$ cat config.mk
export PLATFORM = sky130hd
export DESIGN_NAME = tw_byte_master
export DESIGN_NICKNAME = d
export VERILOG_FILES = /design/src/rtl/tw_pkg.sv /design/src/rtl/tw_phase_timer.sv /design/src/rtl/tw_rx_capture.sv /design/src/rtl/tw_byte_master.sv
export SDC_FILE = /design/constraint.sdc
export NUM_CORES = 1
export LEC_CHECK = 0
export BUFFER_PORTS_ARGS = -buffer_cell sky130_fd_sc_hd__buf_2
export CAP_MARGIN = 0
export CORE_MARGIN = 3
export CORE_UTILIZATION = 49
export DETAILED_ROUTE_END_ITERATION = 8
export MAX_ROUTING_LAYER = met4
export PLACE_DENSITY = 0.72
export SLEW_MARGIN = 20
export SYNTH_ARGS = -nofsm -noshare
export SYNTH_HDL_FRONTEND = slang
export SYNTH_SLANG_ARGS = --single-unit
export TNS_END_PERCENT = 30
$ cat constraint.sdc
create_clock -name clk -period 1.5 [get_ports clk]
set_input_delay 0.15 -clock clk [delete_from_list [all_inputs] [get_ports clk]]
set_output_delay 0.15 -clock clk [all_outputs]
set_load 0.005 [all_outputs]
$ cat src/rtl/tw_pkg.sv
// Shared widths, state encoding and command helper for the three-wire master.
// Assumes a fixed byte of 8 bits carrying a 6-bit register address.
package tw_pkg;
    localparam int TW_BYTE_W = 8;
    localparam int TW_ADDR_W = TW_BYTE_W - 2;

    typedef enum logic [1:0] {
        ST_IDLE = 2'd0,
        ST_LOW  = 2'd1,
        ST_HIGH = 2'd2,
        ST_GAP  = 2'd3
    } tw_state_e;

    // Build the command byte: marker bit on top, address in the middle, direction at bit 0.
    function automatic logic [TW_BYTE_W-1:0] tw_make_cmd(
        input logic [TW_ADDR_W-1:0] addr,
        input logic                 is_read
    );
        return {1'b1, addr, is_read};
    endfunction
endpackage

$ cat src/rtl/tw_phase_timer.sv
// Phase timer: counts system cycles inside one serial half-bit phase.
// Assumes: run is high for every non-idle state. The count restarts at 0 when run falls.
module tw_phase_timer #(
    parameter int HALF_CYC = 4
) (
    input  logic clk,
    input  logic rst_n,
    input  logic run,
    output logic phase_end
);
    localparam int CNT_W = (HALF_CYC > 1) ? $clog2(HALF_CYC) : 1;
    localparam logic [CNT_W-1:0] CNT_LAST = CNT_W'(HALF_CYC - 1);

    logic [CNT_W-1:0] cnt_q;

    assign phase_end = run && (cnt_q == CNT_LAST);

    // Advance the count while running and wrap at the end of each phase.
    always_ff @(posedge clk) begin
        if (!rst_n || !run) begin
            cnt_q <= '0;
        end else if (phase_end) begin
            cnt_q <= '0;
        end else begin
            cnt_q <= cnt_q + 1'b1;
        end
    end

    a_r4_cnt_in_range: assert property (@(posedge clk) disable iff (!rst_n)
        cnt_q <= CNT_LAST);
    a_r4_idle_count_zero: assert property (@(posedge clk) disable iff (!rst_n)
        !run |=> (cnt_q == '0));
endmodule

$ cat src/rtl/tw_rx_capture.sv
// Receive capture: stores one sampled serial bit at a selected position of the reply byte.
// Assumes the sequencer raises sample_en once per received bit.
module tw_rx_capture #(
    parameter int BYTE_W = 8
) (
    input  logic                      clk,
    input  logic                      rst_n,
    input  logic                      sample_en,
    input  logic [$clog2(BYTE_W)-1:0] bit_sel,
    input  logic                      sdi,
    output logic [BYTE_W-1:0]         data
);
    // Write the sampled line value into the bit picked by the sequencer.
    always_ff @(posedge clk) begin
        if (!rst_n) begin
            data <= '0;
        end else if (sample_en) begin
            data[bit_sel] <= sdi;
        end
    end

    a_r6_sample_lands: assert property (@(posedge clk) disable iff (!rst_n)
        sample_en |=> (data[$past(bit_sel)] == $past(sdi)));
endmodule

$ cat src/rtl/tw_byte_master.sv
// Three-wire byte transport master: one command byte, then one data byte either
// sent (write) or received (read), both least-significant bit first, inside one
// chip-enable window, followed by a chip-enable-low guard phase.
// Assumes HALF_CYC >= 1 and that sdi_i is already synchronous to clk.
module tw_byte_master
    import tw_pkg::*;
#(
    parameter int HALF_CYC = 4
) (
    input  logic                 clk,
    input  logic                 rst_n,
    input  logic                 start_i,
    input  logic                 rnw_i,
    input  logic [TW_ADDR_W-1:0] addr_i,
    input  logic [TW_BYTE_W-1:0] wdata_i,
    output logic [TW_BYTE_W-1:0] rdata_o,
    output logic                 done_o,
    output logic                 busy_o,
    output logic                 ce_o,
    output logic                 sclk_o,
    output logic                 sdo_o,
    output logic                 sdo_oe_o,
    input  logic                 sdi_i
);
    localparam int FRAME_W = 2 * TW_BYTE_W;
    localparam int BIT_W   = $clog2(FRAME_W);
    localparam int SEL_W   = $clog2(TW_BYTE_W);
    localparam logic [BIT_W-1:0] BIT_LAST = BIT_W'(FRAME_W - 1);

    tw_state_e            state_q;
    logic [BIT_W-1:0]     bit_q;
    logic [FRAME_W-1:0]   frame_q;
    logic                 rd_q;
    logic                 done_q;
    logic [TW_BYTE_W-1:0] rdata_q;
    logic [TW_BYTE_W-1:0] rx_byte;
    logic                 phase_end;
    logic                 accept;
    logic                 in_frame;
    logic                 rx_phase;
    logic                 sample_en;

    assign accept    = start_i && (state_q == ST_IDLE) && !done_q;
    assign in_frame  = (state_q == ST_LOW) || (state_q == ST_HIGH);
    assign rx_phase  = rd_q && bit_q[BIT_W-1];
    assign sample_en = (state_q == ST_LOW) && phase_end && rx_phase;

    tw_phase_timer #(.HALF_CYC(HALF_CYC)) u_timer (
        .clk      (clk),
        .rst_n    (rst_n),
        .run      (state_q != ST_IDLE),
        .phase_end(phase_end)
    );

    tw_rx_capture #(.BYTE_W(TW_BYTE_W)) u_rx (
        .clk      (clk),
        .rst_n    (rst_n),
        .sample_en(sample_en),
        .bit_sel  (bit_q[SEL_W-1:0]),
        .sdi      (sdi_i),
        .data     (rx_byte)
    );

    // Sequence the phases: low and high for every bit, then the guard phase, then back to idle.
    always_ff @(posedge clk) begin
        if (!rst_n) begin
            state_q <= ST_IDLE;
            bit_q   <= '0;
            frame_q <= '0;
            rd_q    <= 1'b0;
            done_q  <= 1'b0;
            rdata_q <= '0;
        end else begin
            done_q <= 1'b0;
            unique case (state_q)
                ST_IDLE: begin
                    if (accept) begin
                        state_q <= ST_LOW;
                        bit_q   <= '0;
                        rd_q    <= rnw_i;
                        frame_q <= {wdata_i, tw_make_cmd(addr_i, rnw_i)};
                    end
                end
                ST_LOW: begin
                    if (phase_end) state_q <= ST_HIGH;
                end
                ST_HIGH: begin
                    if (phase_end) begin
                        if (bit_q == BIT_LAST) begin
                            state_q <= ST_GAP;
                        end else begin
                            state_q <= ST_LOW;
                            bit_q   <= bit_q + 1'b1;
                        end
                    end
                end
                ST_GAP: begin
                    if (phase_end) begin
                        state_q <= ST_IDLE;
                        done_q  <= 1'b1;
                        if (rd_q) rdata_q <= rx_byte;
                    end
                end
                default: state_q <= ST_IDLE;
            endcase
        end
    end

    // Drive the line outputs from the current phase and bit position.
    always_comb begin
        ce_o     = in_frame;
        sclk_o   = (state_q == ST_HIGH);
        sdo_oe_o = !(in_frame && rx_phase);
        sdo_o    = (in_frame && !rx_phase) ? frame_q[bit_q] : 1'b0;
    end

    assign done_o  = done_q;
    assign busy_o  = (state_q != ST_IDLE) || done_q;
    assign rdata_o = rdata_q;

    a_r4_sclk_inside_ce: assert property (@(posedge clk) disable iff (!rst_n)
        sclk_o |-> ce_o);
    a_r4_sdo_steady_while_high: assert property (@(posedge clk) disable iff (!rst_n)
        sclk_o |-> $stable(sdo_o));
    a_r3_ce_falls_with_clock_low: assert property (@(posedge clk) disable iff (!rst_n)
        $fell(ce_o) |-> !sclk_o);
    a_r5_release_only_in_frame: assert property (@(posedge clk) disable iff (!rst_n)
        !sdo_oe_o |-> (ce_o && !sdo_o));
    a_r7_done_single_cycle: assert property (@(posedge clk) disable iff (!rst_n)
        done_o |=> !done_o);
    a_r7_done_while_idle_line: assert property (@(posedge clk) disable iff (!rst_n)
        done_o |-> (busy_o && !ce_o));
    a_r8_busy_start_ignored: assert property (@(posedge clk) disable iff (!rst_n)
        (busy_o && start_i) |=> $stable(frame_q));
endmodule

==> results of run 1 <==
## layer usage
layer	GRT usage	vias up	part of all wire
met5	-	-	0
met4	0.04715	0	0.0078
met2	0.2980	30	0.49
met3	0.04926	5	0.038
li1	-	875	-
met1	0.2525	810	0.46
## per-stage QoR
step | hold WS [ns] | setup slack, ns
4_1_cts | 0.07978 | -0.4247
5_1_grt | 0.07854 | -0.4730
3_5_place_dp | 0.3961 | -0.1916
6_report | 0.08452 | -0.4003
3_3_place_gp | 0.3912 | -0.1432
2_1_floorplan | 0.2860 | -0.03463
## worst max-delay path: cells and delay by family (launching register included)
kind	cells	cell delay, ns
mux	2	0.78
simple gates	1	0.05
flops	1	0.37
compound gates	1	0.14
buf+inv	1	0.12
## power by group through the flow
stage	clock, mW	sequential (mW)	combinational, mW
4_1_cts	0.931	1.30	1.10
3_5_place_dp	0	1.32	1.07
6_report	0.922	1.31	1.39
3_3_place_gp	0	1.32	1.07
2_1_floorplan	0	1.31	0.692
5_1_grt	0.974	1.33	1.51
## sequential cells by signal (all words and copies together) (netlist names)
signal         flops
frame_q           16
rdata_o            8
u_rx.data          8
bit_q              4
state_q            2
u_timer.cnt_q      2
done_o             1
## cell usage in the layout (no fill, tap or decap), types with 2 or more instances in the layout
cell	synthesis	routed
nand2_1	50	50
dfxtp_1	41	38
buf_2	8	32
a21oi_1	30	28
buf_4	0	19
nor2_1	16	15
mux2i_1	10	10
nand4b_1	7	7
nand3_1	7	6
clkbuf_8	0	6
inv_1	7	5
and3_1	4	4
nand4_1	4	4
nor2b_1	5	3
ha_1	7	3
ha_4	0	3
inv_4	0	2
o311ai_0	2	2
a31oi_1	2	2
mux4_2	0	2
a211oi_2	0	2
a21oi_2	0	2
dfxtp_4	0	2
buf_6	0	2
## cells in the mapped netlist (2+ instances only)
| cell | number |
|---|---|
| nor2_1 | 16 |
| nand4_1 | 4 |
| dfxtp_1 | 41 |
| nand3_1 | 7 |
| mux2i_1 | 10 |
| inv_1 | 7 |
| buf_2 | 8 |
| o21ai_0 | 2 |
| ha_1 | 7 |
| a211oi_1 | 2 |
| a21oi_1 | 30 |
| a31oi_1 | 2 |
| clkbuf_1 | 9 |
| mux4_1 | 2 |
| nor2b_1 | 5 |
| o311ai_0 | 2 |
| nand4b_1 | 7 |
| nand2_1 | 50 |
| and3_1 | 4 |
## path summary, 6_finish.rpt
path,start,slack (ns),to
worst min-delay path,wdata_i[2],0.08,frame_q[10]
worst max register to register,state_q[0],-0.05,bit_q[2]
worst max-delay path,bit_q[1],-0.40,sdo_o
worst min register to register,u_timer.cnt_q[0],0.44,u_timer.cnt_q[0]
## cell families after synthesis
kind of cell	Yosys count	synth area share
AND/OR/NAND/NOR	100	0.2518
AO/OA/AOI/OAI	44	0.1354
flip-flops	41	0.4290
buffers and inverters	24	0.05232
multiplexers	13	0.08568
adder cells (fa/ha/maj)	7	0.04578
## area by class of cell
cell class              count  area share
clock buffers               7     0.03481
clock inverters             1     0.01211
inverters                   7     0.01261
multi-input cells         164      0.4425
flip-flops and latches     41      0.3345
well taps                  48     0.02422
repair buffers             54      0.1393
## repair_timing
item | in CTS | in global routing
hold buffers | 0 | 0
pin swaps | 5 | 21
buffers inserted | 0 | 2
gates resized for setup | 7 | 26
setup endpoints to repair | 20 | 41
cloned | 0 | 0
==> impl_metrics.ini, run 1 <==
[outcome]
status = finished, violations left
violations = negative setup slack

[timing]
fin_crit_sh = 1.267
worst_slew_pin_slew_ns = 0.4018
hold_viol_final = 0
rsz0062_at_grt = yes
setup_viol = 5
period_minus_slack_ns = 1.900
setup_slack_ns = -0.4003
fin_setup_tns_ns = -0.4894
fmax_ghz = 0.5262
clock-skew-final_ns = 0.009470
slew_headroom = 0.7318
slew_violations = 0

[cts]
cts_max_level = 2
clk_path_buf_depth = 2
clkLatencyLatePin_ns = 0.30
cts_tree = built
ctsRootBufferMaster = clkbuf_8
clock_sinks = 41
clk_pin_slew_ns = 0.08
numCtsBuffers = 5

[floorplanning]
fp.coreArea_um2 = 3716
die-area_um2 = 4690
rows = 22
die_x_um = 68.49
chipHeight_um = 68.49
io_pins = 33
initial_core_util = 0.5148

[detailed_routing]
drt_iter0_markers = 107
ant_nets = 0
drt_pre_antenna_iters = 4
drt-total-wl_mm = 4.334
wire_per_inst_um = 13.46
vias = 1720
drc = 0
post_drt_via_cell_ratio = 5.342

[place]
detailed_place_hpwl_mm = 2.878
placed_area_um2 = 2237
place.port_buffers = 32
dp_cells = 312
place_congestion = 0.8398

[final_layout]
register_area_um2 = 829.5
syn_to_final_growth_pct = 29.63
num_antenna_cells = 0
final_cells = 322
nFillCells = 310
nNetsFinal = 299
fin_util = 0.6673
multi_input_area_um2 = 1097
drive_gt1_frac = 0.3285
final_cell_area_um2 = 2480

[setup_path]
cp-start-kind = flip-flop
path_cells = mux4_2, mux2_2, o211ai_2, nor2_1, buf_2
r2r.worst_path.cells = 7
path_max_fanout = 4
crit_slowest_cell = mux4_2
end_kind = primary output
arrival_ns = 1.75
worst_path_largest_cell_delay_ns = 0.50
cp_data_required_time_ns = 1.35
critPathKind = flip-flop to primary output

[synthesis]
netlist_area_um2 = 1913
syn_area_per_cell_um2 = 8.354
synth_seq_cells = 41
synth_edf_count = 0
ys_types = 33
synth_nets = 255
netlist.area_leader.share = 0.4290
syn_inst = 229
synth_area_leaders = dfxtp_1 (43%), nand2_1 (9.8%), a21oi_1 (7.8%)
async_reset_ff_frac = 0
yosysTopAreaCell = dfxtp_1
yosys_warnings = 0
ys.flop_type = dfxtp_1
yosysSeqAreaShare = 0.4290

[power_and_ir_drop]
combinationalPowerShare = 0.383
netSwitchingFraction = 0.3362
p_int_mw = 2.401
power.switching_mw = 1.216
power_density_nw_per_um2 = 1459
p_clk_frac = 0.255
seqPwrFrac = 0.362
p_leak_nw = 1.031
vdd_drop_max_v = 0.0007275
report.power.total_mw = 3.617

[global_route]
grt_max_degree = 28
grt_pass1_wl_mm = 6.617
antenna_found_initial = 0
grt.total_usage = 0.1932
grt_pass1_vias = 1473
grt_remaining_overflow = 0

[worst_hold_path]
hp-class = input pin to flip-flop
hold_path_depth = 3

[run]
max_cap_violations = 0
No activity file was read; power rests on OpenSTA's default activity.
==> run 2: changes to the inputs <==
--- a/config.mk
+++ b/config.mk
@@ -6,7 +6,8 @@
 export NUM_CORES = 1
 export LEC_CHECK = 0
 export BUFFER_PORTS_ARGS = -buffer_cell sky130_fd_sc_hd__buf_2
-export CAP_MARGIN = 0
+export CAP_MARGIN = 40
+export CORE_ASPECT_RATIO = 0.7
 export CORE_MARGIN = 3
 export CORE_UTILIZATION = 49
 export DETAILED_ROUTE_END_ITERATION = 8
==> run 2 against run 1 <==
The flow still finishes with violations (negative setup slack). Highest routed layer unchanged. Sequential power barely moved. Core utilization decreased by 0.27 points. Clock power fell by 23%. Hold slack improved by 0.0059 ns.
==> impl_metrics.ini, run 2 (synthesis results as in run 1) <==
[place]
dp_cells = 312
place.port_buffers = 32
place_congestion = 0.8589
detailed_place_hpwl_mm = 3.056

[final_layout]
nNetsFinal = 298
largest_reg_flops = 16
nFillCells = 312
num_antenna_cells = 0
largest_register = frame_q
drive_gt1_frac = 0.3077
syn_to_final_growth_pct = 25.96
final_cells = 323
final_common_cell = nand2_1
mostFrequentLayoutCells = nand2_1 (50), dfxtp_1 (38), buf_2 (32), a21oi_1 (29), buf_4 (19)
multi_input_area_um2 = 1059
register_area_um2 = 827.0

[global_route]
busiest_layer = met2
antenna_found_initial = 0
grt_remaining_overflow = 0
grt.total_usage = 0.2020
grt_pass1_wl_mm = 7.155
grt_pass1_vias = 1585
grt_max_degree = 30
grtUsageMet2 = 0.2995
met3_usage = 0.05124
use_met1 = 0.2736

[setup_path]
worst-path-buf-inv = 1
crit_slowest_cell = mux4_2
cp-start-kind = flip-flop
path_max_fanout = 3
arrival_ns = 1.73
worst_path_largest_cell_delay_ns = 0.49
end_kind = primary output
cp_data_required_time_ns = 1.35
cp_top_family = multiplexers
path_cells = mux4_2, mux2_4, o211ai_2, nor2_1, buf_2
critPathKind = flip-flop to primary output

[floorplanning]
io_pins = 33
die-area_um2 = 4702
rows = 18
die_x_um = 80.68
chipHeight_um = 58.28
fp.coreArea_um2 = 3626
initial_core_util = 0.5276

[power_and_ir_drop]
power.switching_mw = 1.140
report.power.total_mw = 3.302
netSwitchingFraction = 0.3451
vdd_drop_max_v = 0.0008381
p_clk_frac = 0.214
combinationalPowerShare = 0.390
p_int_mw = 2.163
p_leak_nw = 1.004
power_density_nw_per_um2 = 1370
seqPwrFrac = 0.396

[timing]
period_minus_slack_ns = 1.877
setup_slack_ns = -0.3770
hold_viol_final = 0
slew_headroom = 0.7101
hold_slack_ns = 0.09039
fin_crit_sh = 1.251
fmax_ghz = 0.5328
worst_slew_pin_slew_ns = 0.4344
setup_viol = 4
slew_violations = 0
rsz0062_at_grt = yes
clock-skew-final_ns = 0.005001

[detailed_routing]
wire_per_inst_um = 13.30
drc = 0
drt_pre_antenna_iters = 4
vias = 1721
post_drt_via_cell_ratio = 5.328
drt_iter0_markers = 90
ant_nets = 0
drt-total-wl_mm = 4.296

[cts]
clock_sinks = 41
cts_tree = built
cts_max_level = 2
ctsRootBufferMaster = clkbuf_8
clkLatencyLatePin_ns = 0.29
clk_pin_slew_ns = 0.08
numCtsBuffers = 5
clk_path_buf_depth = 2

[outcome]
status = finished, violations left
violations = negative setup slack

[run]
max_cap_violations = 0

[worst_hold_path]
hp-class = input pin to flip-flop
## run 2: what timing repair did
item | in CTS | in global routing
buffers inserted | 0 | 3
pin swaps | 5 | 7
hold buffers | 0 | 0
resized for setup | 8 | 16
endpoints found under the setup margin | 16 | 40
## run 2: power by group through the flow
stage | clock network (mW) | registers [mW] | logic (mW)
floorplan | 0 | 1.31 | 0.692
global placement | 0 | 1.31 | 1.07
detailed placement | 0 | 1.32 | 1.09
CTS | 0.720 | 1.30 | 1.14
global route | 0.780 | 1.33 | 1.42
finish | 0.706 | 1.31 | 1.29
## run 2: area by class of cell
cell class                 instances  share of cell area
sequential                        41              0.3432
clock inverter                     2            0.006231
timing repair buffer              53              0.1423
multi-input combinational        164              0.4393
tap                               50             0.02596
clock buffer                       6             0.03011
inverter                           7             0.01298
## run 2: worst paths after layout
kind,end,cells past startpoint,startpoint,slack (ns)
max,sdo_o,5,bit_q[1],-0.38
min,frame_q[15],3,wdata_i[7],0.09
max reg2reg,bit_q[2],7,state_q[0],-0.05
min reg2reg,u_timer.cnt_q[0],1,u_timer.cnt_q[0],0.44
## run 2: per-layer routing
| layer | share of wire | wire, um | up-vias |
|---|---|---|---|
| met2 | 0.46 | 1964 | 24 |
| met4 | 0.0088 | 38 | 0 |
| li1 | - | - | 872 |
| met3 | 0.031 | 133 | 4 |
| met5 | 0 | 0 | - |
| met1 | 0.50 | 2159 | 821 |
## run 2: metrics by stage
step,TNS (ns),util,setup WS (ns),cell area (um^2)
after global routing,-0.9727,0.6646,-0.4407,2410
after global placement,-0.3418,0.6170,-0.1264,2237
after floorplan,-0.03823,-,-0.03463,1934
after CTS,-0.3947,0.6442,-0.3947,2336
after detailed placement,-0.4513,0.6170,-0.1370,2237
final,-0.4781,0.6646,-0.3770,2410
## run 2: worst min-delay path, delay by kind of cell
| kind | cells | cell delay [ns] |
|---|---|---|
| buffers and inverters | 1 | 0.09 |
| and+or+nand+nor | 1 | 0.04 |
| AOI/OAI and AO/OA | 1 | 0.05 |
